File: config.mk
export PLATFORM = sky130hd
export DESIGN_NAME = ds3tx_timing_sel
export DESIGN_NICKNAME = d
export VERILOG_FILES = /design/src/rtl/ds3tx_pkg.sv /design/src/rtl/ds3tx_ref_edge.sv /design/src/rtl/ds3tx_src_ctrl.sv /design/src/rtl/ds3tx_bit_ctr.sv /design/src/rtl/ds3tx_timing_sel.sv
export SDC_FILE = /design/constraint.sdc
export NUM_CORES = 1
export LEC_CHECK = 0
export BUFFER_PORTS_ARGS = -buffer_cell sky130_fd_sc_hd__clkbuf_2
export CORE_UTILIZATION = 60
export CTS_CLUSTER_SIZE = 16
export DETAILED_ROUTE_END_ITERATION = 10
export PLACE_DENSITY = 0.81
export SETUP_SLACK_MARGIN = 0.15
export SLEW_MARGIN = 20
export SYNTH_ARGS = -nofsm -noshare
export SYNTH_HDL_FRONTEND = slang
export SYNTH_HIERARCHICAL = 1
export SYNTH_SLANG_ARGS = --single-unit
File: constraint.sdc
create_clock -name clk -period 3.7 [get_ports clk]
set_input_delay 0.74 -clock clk [delete_from_list [all_inputs] [get_ports clk]]
set_output_delay 0.74 -clock clk [all_outputs]
set_load 0.03 [all_outputs]
File: src/rtl/ds3tx_pkg.sv
package ds3tx_pkg;
   typedef enum logic [1:0] {
      SRC_RXCLK = 2'b00,
      SRC_TXCLK = 2'b01,
      SRC_FREF  = 2'b10
   } src_e;

   // Reserved code 2'b11 folds onto the local clock
   function automatic src_e decode_sel(input logic [1:0] sel);
      case (sel)
         2'b00:   return SRC_RXCLK;
         2'b10:   return SRC_FREF;
         default: return SRC_TXCLK;
      endcase
   endfunction
endpackage

File: src/rtl/ds3tx_ref_edge.sv
module ds3tx_ref_edge #(
   parameter int STAGES = 2
) (
   input  logic clk,
   input  logic rst_n,
   input  logic ref_async,
   output logic rise
);
   generate
      if (STAGES < 2) begin : g_bad_stages
         $error("ds3tx_ref_edge: STAGES must be at least 2");
      end
   endgenerate

   logic [STAGES-1:0] sync_q;
   logic              last_q;

   always_ff @(posedge clk) begin
      if (!rst_n) begin
         sync_q <= '0;
         last_q <= 1'b0;
      end else begin
         sync_q <= {sync_q[STAGES-2:0], ref_async};
         last_q <= sync_q[STAGES-1];
      end
   end

   assign rise = sync_q[STAGES-1] & ~last_q;

   // a detected edge lasts exactly one cycle
   assert_single_rise_R6: assert property (@(posedge clk) disable iff (!rst_n)
      rise |=> !rise);
endmodule

File: src/rtl/ds3tx_src_ctrl.sv
module ds3tx_src_ctrl
   import ds3tx_pkg::*;
(
   input  logic       clk,
   input  logic       rst_n,
   input  logic [1:0] cfg_sel,
   input  logic       at_boundary,
   input  logic       rx_bit_en,
   input  logic       rx_los,
   input  logic       tx_bit_en,
   output src_e       active_src,
   output logic       strobe,
   output logic       lost_now
);
   always_comb begin
      case (active_src)
         SRC_RXCLK: strobe = rx_bit_en & ~rx_los;
         default:   strobe = tx_bit_en;
      endcase
   end

   assign lost_now = (active_src == SRC_RXCLK) && rx_los;

   always_ff @(posedge clk) begin
      if (!rst_n) active_src <= SRC_TXCLK;
      else if (lost_now || (at_boundary && !strobe)) active_src <= decode_sel(cfg_sel);
   end

   // the source may only move at a frame boundary or while timing is lost
   assert_src_change_at_boundary_R7: assert property (@(posedge clk) disable iff (!rst_n)
      !$stable(active_src) |-> $past(at_boundary || lost_now));
endmodule

File: src/rtl/ds3tx_bit_ctr.sv
module ds3tx_bit_ctr #(
   parameter int FRAME_BITS = 4760,
   localparam int CW = $clog2(FRAME_BITS)
) (
   input  logic          clk,
   input  logic          rst_n,
   input  logic          strobe,
   input  logic          restart_req,
   output logic [CW-1:0] eff_idx,
   output logic          at_boundary
);
   generate
      if (FRAME_BITS < 2) begin : g_bad_frame
         $error("ds3tx_bit_ctr: FRAME_BITS must be at least 2");
      end
   endgenerate

   localparam logic [CW-1:0] LAST_IDX = CW'(FRAME_BITS - 1);

   logic [CW-1:0] cnt_q;
   logic          pending_q;

   assign eff_idx     = pending_q ? '0 : cnt_q;
   assign at_boundary = pending_q || (cnt_q == '0);

   always_ff @(posedge clk) begin
      if (!rst_n) begin
         cnt_q     <= '0;
         pending_q <= 1'b0;
      end else begin
         if (restart_req)  pending_q <= 1'b1;
         else if (strobe)  pending_q <= 1'b0;
         if (strobe) cnt_q <= (eff_idx == LAST_IDX) ? '0 : eff_idx + 1'b1;
      end
   end

   // position never leaves the frame
   assert_idx_range_R3: assert property (@(posedge clk) disable iff (!rst_n)
      cnt_q <= LAST_IDX);
endmodule

File: src/rtl/ds3tx_timing_sel.sv
module ds3tx_timing_sel
   import ds3tx_pkg::*;
#(
   parameter int FRAME_BITS  = 4760,
   parameter int SYNC_STAGES = 2
) (
   input  logic       clk,
   input  logic       rst_n,
   input  logic [1:0] cfg_src_sel,
   input  logic       rx_bit_en,
   input  logic       rx_los,
   input  logic       txin_bit_en,
   input  logic       fref_in,
   input  logic       frame_bit,
   output logic       bit_en,
   output logic       frame_start,
   output logic       tx_pos,
   output logic       tx_neg,
   output logic       timing_lost
);
   localparam int CW = $clog2(FRAME_BITS);

   src_e          active_src;
   logic          strobe, lost_now, ref_rise, at_boundary;
   logic [CW-1:0] eff_idx;
   logic          first_bit;

   ds3tx_ref_edge #(.STAGES(SYNC_STAGES)) u_edge (
      .clk(clk), .rst_n(rst_n), .ref_async(fref_in), .rise(ref_rise));

   ds3tx_src_ctrl u_src (
      .clk(clk), .rst_n(rst_n), .cfg_sel(cfg_src_sel), .at_boundary(at_boundary),
      .rx_bit_en(rx_bit_en), .rx_los(rx_los), .tx_bit_en(txin_bit_en),
      .active_src(active_src), .strobe(strobe), .lost_now(lost_now));

   ds3tx_bit_ctr #(.FRAME_BITS(FRAME_BITS)) u_ctr (
      .clk(clk), .rst_n(rst_n), .strobe(strobe),
      .restart_req(ref_rise && (active_src == SRC_FREF)),
      .eff_idx(eff_idx), .at_boundary(at_boundary));

   assign first_bit = (eff_idx == '0);

   always_ff @(posedge clk) begin
      if (!rst_n) begin
         bit_en      <= 1'b0;
         frame_start <= 1'b0;
         tx_pos      <= 1'b0;
         tx_neg      <= 1'b0;
         timing_lost <= 1'b0;
      end else begin
         bit_en      <= strobe;
         frame_start <= strobe && first_bit;
         timing_lost <= lost_now;
         if (lost_now) begin
            tx_pos <= 1'b0;
            tx_neg <= 1'b0;
         end else if (strobe) begin
            tx_pos <= frame_bit;
            tx_neg <= first_bit;
         end
      end
   end

   assert_start_has_en_R3: assert property (@(posedge clk) disable iff (!rst_n)
      frame_start |-> bit_en);
   assert_neg_marks_start_R5: assert property (@(posedge clk) disable iff (!rst_n)
      bit_en |-> (tx_neg == frame_start));
   assert_lost_rails_low_R8: assert property (@(posedge clk) disable iff (!rst_n)
      timing_lost |-> (!tx_pos && !tx_neg && !bit_en));
endmodule

# After elaboration in Yosys (flattened, before gate mapping)
# Index checks and enable logic that the tools add are counted.
[op_classes]
n_bitwise = 5
order_cmp = 0
muxes = 6
addsub = 1
multipliers = 0
n_div = 0
n_eq_ne = 3
reduce_logical = 13
shift = 0
[ops]
columns = ["cell", "count"]
rows = [
  ["$logic_not A13 Y1", 2],
  ["$mux W13", 2],
  ["$add A13 B1 Y13 const B", 1],
  ["$eq A13 B13 Y1 const B", 1],
  ["$eq A2 B2 Y1 const B", 2],
  ["$logic_and A1 B1 Y1", 4],
  ["$logic_not A2 Y1", 2],
  ["$pmux W2 S2", 1],
  ["$mux W1", 3],
  ["$not A1 Y1", 3],
  ["$and A1 B1 Y1", 2],
  ["$logic_or A1 B1 Y1", 2],
  ["$reduce_bool A2 Y1", 1],
  ["$reduce_or A2 Y1", 1],
  ["$logic_not A1 Y1", 1],
]
[word_totals]
latch_bits = 0
input_bits = 9
reg_bits = 24
mem_count = 0
rom_bits = 0
out_inout_bits = 5
mem_bits_rw = 0
elab_cells = 38

# Longest topological paths before layout
# Gate-level depths: netlist of the first run.
[logic_depth]
word_depth = 6
mapped_depth = 9
mapped_depth_nobuf = 6

# By module
# Netlist of the first run, hierarchy kept.
[by_module_without_submodules]
columns = ["mod", "n_inst", "area_per_inst_um2", "seq_area_each_um2", "cells_per_inst"]
rows = [
  ["ds3tx_bit_ctr", 1, 953.4, 280.3, 112],
  ["ds3tx_timing_sel", 1, 196.4, 100.1, 21],
  ["ds3tx_src_ctrl", 1, 142.6, 40.0, 16],
  ["ds3tx_ref_edge", 1, 92.6, 60.1, 7],
]

# Worst setup path after synthesis of the first run
# No wires, ideal clock.
[synth_path]
path_kind = "input-to-reg"
from = "input rx_los"
to = "register u_ctr.cnt_q[10]"
slack_ns = 1.114
arrival_time_ns = 2.512
path_buffers = 0
required_time_ns = 3.626
cell_stages = 5
setup_ns = 0.074
cell_sequence = "o41ai_1 inv_2 a41o_1 or4b_1 a31oi_1"
[synth_between]
elab_chain_cells = 3
[synth_lines]
columns = ["element", "line_no", "text"]
rows = [
  ["from (decl)", "ds3tx_timing_sel.sv:11", "input logic rx_los,"],
  ["$not A1 Y1", "ds3tx_src_ctrl.sv:17", "SRC_RXCLK: strobe = rx_bit_en & ~rx_los;"],
  ["$and A1 B1 Y1", "ds3tx_src_ctrl.sv:17", ""],
  ["$mux W1", "ds3tx_src_ctrl.sv:16", "case (active_src)"],
  ["to (signal assigned)", "ds3tx_bit_ctr.sv:33", "if (strobe) cnt_q <= (eff_idx == LAST_IDX) ? '0 : eff_idx + 1'b1;"],
  ["to (decl)", "ds3tx_bit_ctr.sv:20", "logic [CW-1:0] cnt_q;"],
]
# No other way between the ends.
# A chain may end at the register's enable or synchronous reset.

# Worst setup path after layout of the first run
[layout_path]
from = "register u_ctr.pending_q"
to = "register u_ctr.cnt_q[10]"
[layout_between]
elab_chain_cells = 3
word_cells_on_any_way = 4
cone_classes = "add/sub: 1; eq/ne: 1; mux: 2"
[layout_lines]
columns = ["element", "line_no", "text"]
rows = [
  ["from (decl)", "ds3tx_bit_ctr.sv:21", "logic pending_q;"],
  ["from (signal assigned)", "ds3tx_bit_ctr.sv:29", "pending_q <= 1'b0;"],
  ["from (signal assigned)", "ds3tx_bit_ctr.sv:31", "if (restart_req) pending_q <= 1'b1;"],
  ["from (signal assigned)", "ds3tx_bit_ctr.sv:32", "else if (strobe) pending_q <= 1'b0;"],
  ["$mux W13 *", "ds3tx_bit_ctr.sv:23", "assign eff_idx = pending_q ? '0 : cnt_q;"],
  ["named net eff_idx[0]", "ds3tx_timing_sel.sv:25", "logic [CW-1:0] eff_idx;"],
  ["$add A13 B1 Y13 or $eq A13 B13 Y1 (tied branches)", "ds3tx_bit_ctr.sv:33", ""],
  ["$mux W13 *", "ds3tx_bit_ctr.sv:33", ""],
]
# The timed path passes the listed nets; every way through them passes the cells marked *.

==> results.cfg, run 1 <==
[outcome]
outcome = finished clean

[synth]
synthCells = 156
yosys_warnings = 6
seq_area_frac_synth = 0.347
async_reset_ff_frac = 0
syn_area_um2 = 1390
ys.flop_type = dfxtp_1
ys_types = 51
synth_nets = 166
synth_area_per_cell_um2 = 8.88
synth_seq_cells = 24
synth-edff-count = 0

[power]
p_leak_uw = 0.000612
peakVddDrop_v = 0.000296
powerDensity_nw_per_um2 = 342

[floorplan]
coreArea_um2 = 2190
initial_core_util = 0.632
die_area_um2 = 2500
die_h_um = 50.0
placementRows = 17
die_w_um = 50.0
io_pins = 14

[cells_and_area]
final_cell_mix = dfxtp_1 (24), nor2_1 (16), clkbuf_2 (13), nand2_1 (10), nor2b_1 (10)
layoutNonFillerInstCount = 198
fillCellCount = 183
drive_above_1_share = 0.165
layout_commonest_cell = dfxtp_1
syn2layout_area_growth_pct = 7.86
final_nets = 181
antennaDiodeCount = 0

[timing]
hold_violations = 0
slew_violations = 0
tns_ns = 0
max_freq_ghz = 0.419
period_share = 0.645
max-slew-margin-rel = 0.617
skew_ns = 0.0142
setup_viol = 0
layout_min_cycle_time_ns = 2.39
rsz0062_at_grt = no
timing.hold.ws_ns = 0.438
worst_slew_pin_slew_ns = 0.574

[clocking]
ctsHoldBuffers = 0
cts_tree = done
cts_inserted_buffers = 3
cts_root_buf = clkbuf_4
clkLatencyLatePin_ns = 0.32
cts_sinks = 24
clk_path_buf_depth = 2
clk_pin_slew_ns = 0.12
post_cts_buffers = 0
cts_resized = 0
cts_max_level = 1

[setup_path]
rr_startpoint = u_ctr/pending_q
rr_endpoint = u_ctr/cnt_q[10]
reg2regPathDepth = 7
cp-start-kind = flop
required_ns = 3.95
critPathKind = flop to flop
worst-endpoint-arrival_ns = 2.63
critPathMaxFanout = 26
r2r_slack_ns = 1.31
cp-end-kind = flop

[global_route]
grtUsageMet3 = 0.0370
use_met2 = 0.438
globalRouteTotalUtil = 0.250
antenna_found_initial = 0
gr-total-overflow = 0
grt_pass1_vias = 1161
grt_max_degree = 27
grt-busiest-layer = met2
met1_usage = 0.292
grt_pass1_wl_mm = 4.78

[drt]
drt_wl_total_mm = 2.81
postRouteAntennaNets = 0
routed-via-count = 1226
post-route-drc-count = 0
viasPerCell = 6.19
wl_per_cell_um = 14.2
drt_iter0_markers = 34
first_pass_iters = 4

[placement]
gp_congestion = 0.931
port_buffers = 13
post-place-cells = 194
dp.final_hpwl_mm = 2.04

[hold_path]
min_from = u_edge/sync_q[0]
hold_path_class = flop to flop
worstHoldEndpoint = u_edge/sync_q[1]
holdPathStages = 1

[flow_run]
drv_cap = 0
## cell usage after synthesis, drive strengths merged (3+ instances only)
library cell | instances | area share
and2 | 6 | 0.027
nor4 | 7 | 0.036
dfxtp | 24 | 0.35
nand3 | 6 | 0.022
clkbuf | 3 | 0.0081
inv | 9 | 0.024
nor2 | 16 | 0.043
nor2b | 11 | 0.055
o21ai | 4 | 0.014
nor4b | 3 | 0.034
xnor2 | 3 | 0.019
nor3 | 5 | 0.018
a2bb2oi | 4 | 0.025
nand2 | 10 | 0.027
a21oi | 4 | 0.014
nand2b | 3 | 0.014
## registers in the layout, summed over array words and instances (netlist names)
name	count
timing_lost	1
tx_pos	1
u_ctr/pending_q	1
frame_start	1
u_ctr/cnt_q	13
tx_neg	1
bit_en	1
u_edge/sync_q	2
u_edge/last_q	1
u_src/active_src	2
## metrics by stage
step | cell area [µm²] | utilization | worst slack (ns) | power [µW]
6_report | 1490 | 0.682 | 1.31 | 511
2_1_floorplan | 1390 | - | 1.11 | 354
5_1_grt | 1490 | 0.682 | 1.21 | 531
4_1_cts | 1490 | 0.682 | 1.34 | 514
3_3_place_gp | 1460 | 0.665 | 1.08 | 374
3_5_place_dp | 1460 | 0.665 | 0.993 | 377
## final cells by class
type,instances,area (µm²),area share
Clock buffer,4,36.3,0.0243
Inverter,10,51.3,0.0343
Multi-Input combinational cell,117,811,0.543
Sequential cell,24,480,0.322
Tap cell,28,35.0,0.0235
Timing Repair Buffer,15,80.1,0.0536
## worst max-delay path: stages, from the launching register on
cell and delay [ns]:
dfxtp_1 0.33, buf_4 0.26, nor2b_1 0.13, ha_1 0.27, and4b_1 0.22, a41o_1 0.43, or4b_1 0.53, a31oi_1 0.15
## power breakdown
| part | switching (µW) | leakage [µW] | internal, µW | total [µW] |
|---|---|---|---|---|
| Combinational | 54.6 | 0.000396 | 36.9 | 91.5 |
| Sequential | 10.1 | 0.000195 | 270 | 280 |
| Clock | 79.7 | 0.0000210 | 60.2 | 140 |
| Total | 144 | 0.000612 | 367 | 511 |
## kinds of logic after synthesis
group,Yosys count,synth area share
flip-flops,24,0.347
multiplexers,1,0.00723
AO/OA/AOI/OAI,29,0.171
buffers and inverters,15,0.0678
XOR/XNOR,4,0.0253
adder cells (fa/ha/maj),1,0.00903
AND/OR/NAND/NOR,82,0.373
## worst max-delay path by stage
stage / startpoint / to / slack [ns] / cells past startpoint
after floorplan: rx_los / u_ctr/cnt_q[10] / 1.11 / 5
after global placement: rx_los / u_ctr/cnt_q[7] / 1.08 / 7
after detailed placement: rx_los / u_ctr/cnt_q[10] / 0.99 / 7
after CTS: u_ctr/pending_q / u_ctr/cnt_q[10] / 1.34 / 7
after global routing: u_ctr/pending_q / u_ctr/cnt_q[10] / 1.21 / 7
final: u_ctr/pending_q / u_ctr/cnt_q[10] / 1.31 / 7
## metal layers
layer | up-vias | part of all wire
met4 | 0 | 0.020
met2 | 43 | 0.50
li1 | 599 | -
met3 | 6 | 0.050
met5 | - | 0
met1 | 578 | 0.43
Power figures use the tool's default switching activity.
==> inputs of run 2 (changes only) <==
--- a/config.mk
+++ b/config.mk
@@ -5,11 +5,12 @@
 export SDC_FILE = /design/constraint.sdc
 export NUM_CORES = 1
 export LEC_CHECK = 0
+export ABC_AREA = 1
 export BUFFER_PORTS_ARGS = -buffer_cell sky130_fd_sc_hd__clkbuf_2
-export CORE_UTILIZATION = 60
+export CORE_UTILIZATION = 58
 export CTS_CLUSTER_SIZE = 16
 export DETAILED_ROUTE_END_ITERATION = 10
-export PLACE_DENSITY = 0.81
+export PLACE_DENSITY = 0.78
 export SETUP_SLACK_MARGIN = 0.15
 export SLEW_MARGIN = 20
 export SYNTH_ARGS = -nofsm -noshare
==> constraint.sdc (replaced) <==
create_clock -name clk -period 2.4 [get_ports clk]
set_input_delay 0.48 -clock clk [delete_from_list [all_inputs] [get_ports clk]]
set_output_delay 0.48 -clock clk [all_outputs]
set_load 0.03 [all_outputs]
==> run 2 against run 1 <==
  * Count of clock-buffer cells in the layout did not move
  * Worst setup slack worse by 0.78 ns
  * Cell count increased by 33%
  * Sequential share of layout area fell by 1.8 points
  * First-iteration DRC count is 38% higher
  * Area after synthesis rose by 5.1%
  * Sequential power is 55% higher
  * Via count up 15%
  * Hold slack got worse by 0.10 ns
  * Critical path depth rose by 2
  * Die area grew 8.4%
==> results.cfg, run 2 <==
[clocking]
cts_tree = done
cts_max_level = 1
cts_root_buf = clkbuf_4
post_cts_buffers = 0
cts_sinks = 24
cts_inserted_buffers = 3
clk_pin_slew_ns = 0.13
cts_resized = 0
ctsHoldBuffers = 0
clkLatencyLatePin_ns = 0.32
clk_path_buf_depth = 2

[drt]
drt_wl_total_mm = 3.13
drt_iter0_markers = 47
wl_per_cell_um = 11.8
first_pass_iters = 4
viasPerCell = 5.36
routed-via-count = 1414
postRouteAntennaNets = 0
post-route-drc-count = 0

[timing]
rsz0062_at_grt = no
max_freq_ghz = 0.536
max-slew-margin-rel = 0.650
tns_ns = 0
slew_violations = 0
skew_ns = 0.00148
period_share = 0.778
layout_min_cycle_time_ns = 1.87
hold_violations = 0
worst_slew_pin_slew_ns = 0.525
setup_viol = 0

[synth]
synth_area_leaders = dfxtp_1 (33%), nand2_1 (15%), inv_1 (8.0%)
synth-edff-count = 0
synth_seq_cells = 24
syn_area_um2 = 1460
synth.most_common_cell = nand2_1
yosys_warnings = 6
synth_nets = 231
synth_area_per_cell_um2 = 6.59
synth_top_area_cell = dfxtp_1
synth_common_cells = nand2_1 (59), inv_1 (31), nor2_1 (26)
seq_area_frac_synth = 0.330
synthCells = 221
yosysTopAreaCellShare = 0.330
ys_types = 29
async_reset_ff_frac = 0
ys.flop_type = dfxtp_1

[floorplan]
io_pins = 14
die_h_um = 52.1
die_area_um2 = 2720
die_w_um = 52.1
initial_core_util = 0.634
coreArea_um2 = 2300
placementRows = 17

[cells_and_area]
syn2layout_area_growth_pct = 8.68
largest_register = u_ctr/cnt_q
reg_top3 = u_ctr/cnt_q (13), u_edge/sync_q (2), u_src/active_src (2)
largest_register_ffs = 13
final_nets = 247
final_cell_mix = nand2_1 (59), inv_1 (31), nor2_1 (26), dfxtp_1 (24)
fillCellCount = 211
drive_above_1_share = 0.199
layout_commonest_cell = nand2_1
finalInstanceArea_um2 = 1580
antennaDiodeCount = 0

[placement]
port_buffers = 13
gp_congestion = 0.975
dp.final_hpwl_mm = 2.33
post_dp_cell_area_um2 = 1550

[hold_path]
holdPathStages = 3
hold_path_class = input port to flop

[setup_path]
worst-endpoint-arrival_ns = 2.13
required_ns = 2.66
critPathMaxFanout = 10
reg2regPathDepth = 9
cp-start-kind = flop
critPathKind = flop to flop
cp-end-kind = flop

[outcome]
outcome = finished clean

[global_route]
antenna_found_initial = 0
gr-total-overflow = 0
grt_pass1_vias = 1353
globalRouteTotalUtil = 0.273
grt_max_degree = 16
grt_pass1_wl_mm = 5.55

[power]
peakVddDrop_v = 0.000496
p_leak_uw = 0.000685
powerDensity_nw_per_um2 = 512

[flow_run]
drv_cap = 0
## run 2: changes by cell type in the layout (fill, tap and decap cells not counted), sizes merged, moves of 5 or more
| cell | change |
|---|---|
| a21oi | +14 |
| and2 | -6 |
| inv | +26 |
| nand2 | +54 |
| nand3 | +14 |
| nor2 | +21 |
| nor2b | -11 |
| nor4 | -5 |
## run 2: power breakdown
group	switching (µW)	internal [µW]	total (µW)
Combinational	107	50.1	157
Sequential	14.6	419	434
Clock	127	92.9	220
## run 2: final timing paths
path,slack (ns),from,endpoint
worst max-delay path,0.53,u_ctr/pending_q,u_ctr/cnt_q[3]
worst min-delay path,0.33,fref_in,u_edge/sync_q[0]
worst max register to register,0.53,u_ctr/pending_q,u_ctr/cnt_q[3]
worst min register to register,0.43,u_edge/sync_q[0],u_edge/sync_q[1]
## run 2: layout make-up
class                      instances  area [µm²]  area share
multi-input combinational        158         812       0.513
clock buffer                       4        36.3      0.0229
timing repair buffer              15        80.1      0.0506
inverter                          35         139      0.0877
sequential                        24         480       0.304
tap                               28        35.0      0.0221
## run 2: cell families (layout without fill, tap and decap cells)
| logic type | Yosys count | count (layout) | synth area share |
|---|---|---|---|
| adder cells (fa/ha/maj) | 1 | 1 | 0.00859 |
| AO/OA/AOI/OAI | 25 | 25 | 0.0945 |
| AND/OR/NAND/NOR | 132 | 132 | 0.454 |
| buffers and inverters | 39 | 54 | 0.113 |
| flip-flops | 24 | 24 | 0.330 |
## run 2: per-layer routing
layer	wire (µm)	track usage	vias up
met1	1460	0.333	644
met2	1500	0.479	40
met3	113	0.0351	6
met4	47	0.108	0
met5	0	0	-
li1	-	-	724
## run 2: through the flow
stage | hold slack [ns] | setup slack [ns] | util | total power, µW | instances
after CTS | 0.337 | 0.569 | 0.689 | 811 | 264
after global routing | 0.324 | 0.404 | 0.689 | 847 | 264
final | 0.334 | 0.534 | 0.689 | 810 | 264
after global placement | 0.396 | 0.680 | 0.673 | 594 | 260
after detailed placement | 0.414 | 0.604 | 0.673 | 598 | 260
after floorplan | 0.386 | 0.727 | - | 553 | 221
## run 2: worst max-delay path, stage by stage, from the launching register on
cell and delay [ns]:
dfxtp_1 0.67, nor2_1 0.15, ha_1 0.27, nand3_4 0.12
nor2_1 0.05, nand2_1 0.05, nor2_1 0.06, nor2_4 0.18
nand3_1 0.11, a21oi_1 0.14
==> inputs of run 3 (changes only) <==
--- a/config.mk
+++ b/config.mk
@@ -5,12 +5,12 @@
 export SDC_FILE = /design/constraint.sdc
 export NUM_CORES = 1
 export LEC_CHECK = 0
-export ABC_AREA = 1
+export ABC_AREA = 0
 export BUFFER_PORTS_ARGS = -buffer_cell sky130_fd_sc_hd__clkbuf_2
-export CORE_UTILIZATION = 58
+export CORE_UTILIZATION = 52
 export CTS_CLUSTER_SIZE = 16
 export DETAILED_ROUTE_END_ITERATION = 10
-export PLACE_DENSITY = 0.78
+export PLACE_DENSITY = 0.74
 export SETUP_SLACK_MARGIN = 0.15
 export SLEW_MARGIN = 20
 export SYNTH_ARGS = -nofsm -noshare
==> constraint.sdc (replaced) <==
create_clock -name clk -period 1.7 [get_ports clk]
set_input_delay 0.34 -clock clk [delete_from_list [all_inputs] [get_ports clk]]
set_output_delay 0.34 -clock clk [all_outputs]
set_load 0.03 [all_outputs]
==> run 3 against run 2 <==
  * The flow now finishes with violations (setup timing)
  * Cell count down 12%
  * Via count up 0.71%
  * Hold slack worse by 0.11 ns
  * Flip-flop and latch count unchanged
  * Critical path depth down 3
  * Wire length up 28%
  * Combinational power up 100%
  * Maximum frequency down 1.6%
  * Sequential power up 40%
  * First-iteration DRC count down 30%
  * Non-clock buffer count up 33
==> results.cfg, run 3 (same netlist as run 1, synthesis figures left out) <==
[power]
peakVddDrop_v = 0.000879
p_leak_uw = 0.000848
powerDensity_nw_per_um2 = 692
power_uw = 1360

[drt]
viasPerCell = 6.11
routed-via-count = 1424
drt_iter0_markers = 33
wl_per_cell_um = 17.2
postRouteAntennaNets = 0
post-route-drc-count = 0
first_pass_iters = 4
drt_wl_total_mm = 4.01

[cells_and_area]
largest_register_ffs = 13
layoutNonFillerInstCount = 233
syn2layout_area_growth_pct = 41.9
final_nets = 214
final_cell_mix = buf_4 (29), dfxtp_1 (19), nor2_1 (15), clkbuf_2 (13), nand2_1 (10)
antennaDiodeCount = 0
largest_register = u_ctr/cnt_q
reg_top3 = u_ctr/cnt_q (13), u_edge/sync_q (2), u_src/active_src (2)
drive_above_1_share = 0.419
layout_commonest_cell = buf_4

[clocking]
cts_sinks = 24
cts_max_level = 1
clk_path_buf_depth = 2
clk_pin_slew_ns = 0.16
clkLatencyLatePin_ns = 0.35
cts_inserted_buffers = 3
cts_root_buf = clkbuf_4
ctsHoldBuffers = 0
cts_tree = done

[placement]
pre_cts_ws_ns = -0.163
dp.final_hpwl_mm = 2.55
post-place-cells = 220
port_buffers = 13
gp_congestion = 0.905

[global_route]
grt_pass1_vias = 1329
grt_max_degree = 16
grt_pass1_wl_mm = 5.66
antenna_found_initial = 0
globalRouteTotalUtil = 0.273
gr-total-overflow = 0

[timing]
skew_ns = 0.0267
setup_viol = 11
period_share = 1.12
max-slew-margin-rel = 0.764
timing.hold.ws_ns = 0.223
max_freq_ghz = 0.527
setup_ws_ns = -0.197
worst_slew_pin_slew_ns = 0.351
slew_violations = 0
tns_ns = -0.752
rsz0062_at_grt = yes
hold_violations = 0
layout_min_cycle_time_ns = 1.90

[outcome]
outcome = finished, violations left
violations = setup timing

[floorplan]
io_pins = 14
initial_core_util = 0.554
die_h_um = 53.6
die_w_um = 53.6
die_area_um2 = 2870
placementRows = 18
coreArea_um2 = 2500

[setup_path]
critPathTopFamily = simple AND/OR/NAND/NOR gates
required_ns = 1.94
critPathMaxFanout = 5
cp-start-kind = flop
cpMaxStageDelayCell = or4b_1
cp-end-kind = flop
critPathKind = flop to flop
crit_buf_inv = 0
worst-endpoint-arrival_ns = 2.14
crit_chain = nor2b_4, ha_4, and4b_1, a41o_1, or4b_1, a31oi_1
crit_path_max_incr_delay_ns = 0.50

[hold_path]
hold_path_class = input port to flop

[flow_run]
drv_cap = 0
run 3: final cells by class:
| type | instances | area [µm²] |
|---|---|---|
| clock buffers | 3 | 22.5 |
| clock inverters | 1 | 30.0 |
| fillers | 159 | 534 |
| inverters | 10 | 51.3 |
| multi-input cells | 117 | 966 |
| flip-flops and latches | 24 | 492 |
| well taps | 30 | 37.5 |
| repair buffers | 48 | 367 |
run 3: final timing paths:
path | start | end | slack [ns] | cells past startpoint
max | u_ctr/cnt_q[1] | u_ctr/cnt_q[7] | -0.20 | 6
min reg2reg | u_edge/sync_q[0] | u_edge/sync_q[1] | 0.45 | 1
max reg2reg | u_ctr/cnt_q[1] | u_ctr/cnt_q[7] | -0.20 | 6
min | fref_in | u_edge/sync_q[0] | 0.22 | 2
run 3: repair_timing:
action / 4_1_cts / 5_1_grt
pin swaps: 9 / 4
setup buffers: 3 / 6
gates resized for setup: 20 / 11
setup endpoints to repair: 17 / 16
run 3: power by group:
part	switching (µW)	total [µW]	internal, µW
combinational	164	316	152
sequential	20.5	608	588
clock	198	437	239
run 3: worst reg2reg max path: stages, from the launching register on:
cell and delay [ns]:
dfxtp_2 0.36, nor2b_4 0.14, ha_4 0.17, and4b_1 0.18, a41o_1 0.23, or4b_1 0.50
a31oi_1 0.21
run 3: stage by stage:
step | instance area (µm²) | utilization
6_report | 1970 | 0.786
3_3_place_gp | 1710 | 0.683
5_1_grt | 1970 | 0.786
3_5_place_dp | 1710 | 0.683
2_1_floorplan | 1460 | -
4_1_cts | 1860 | 0.745
run 3: routing by layer:
| layer | global-route usage | routed length (µm) | vias up |
|---|---|---|---|
| li1 | - | - | 668 |
| met1 | 0.317 | 1750 | 686 |
| met2 | 0.483 | 2000 | 59 |
| met3 | 0.0311 | 145 | 11 |
| met4 | 0.149 | 114 | 0 |
| met5 | 0 | 0 | - |
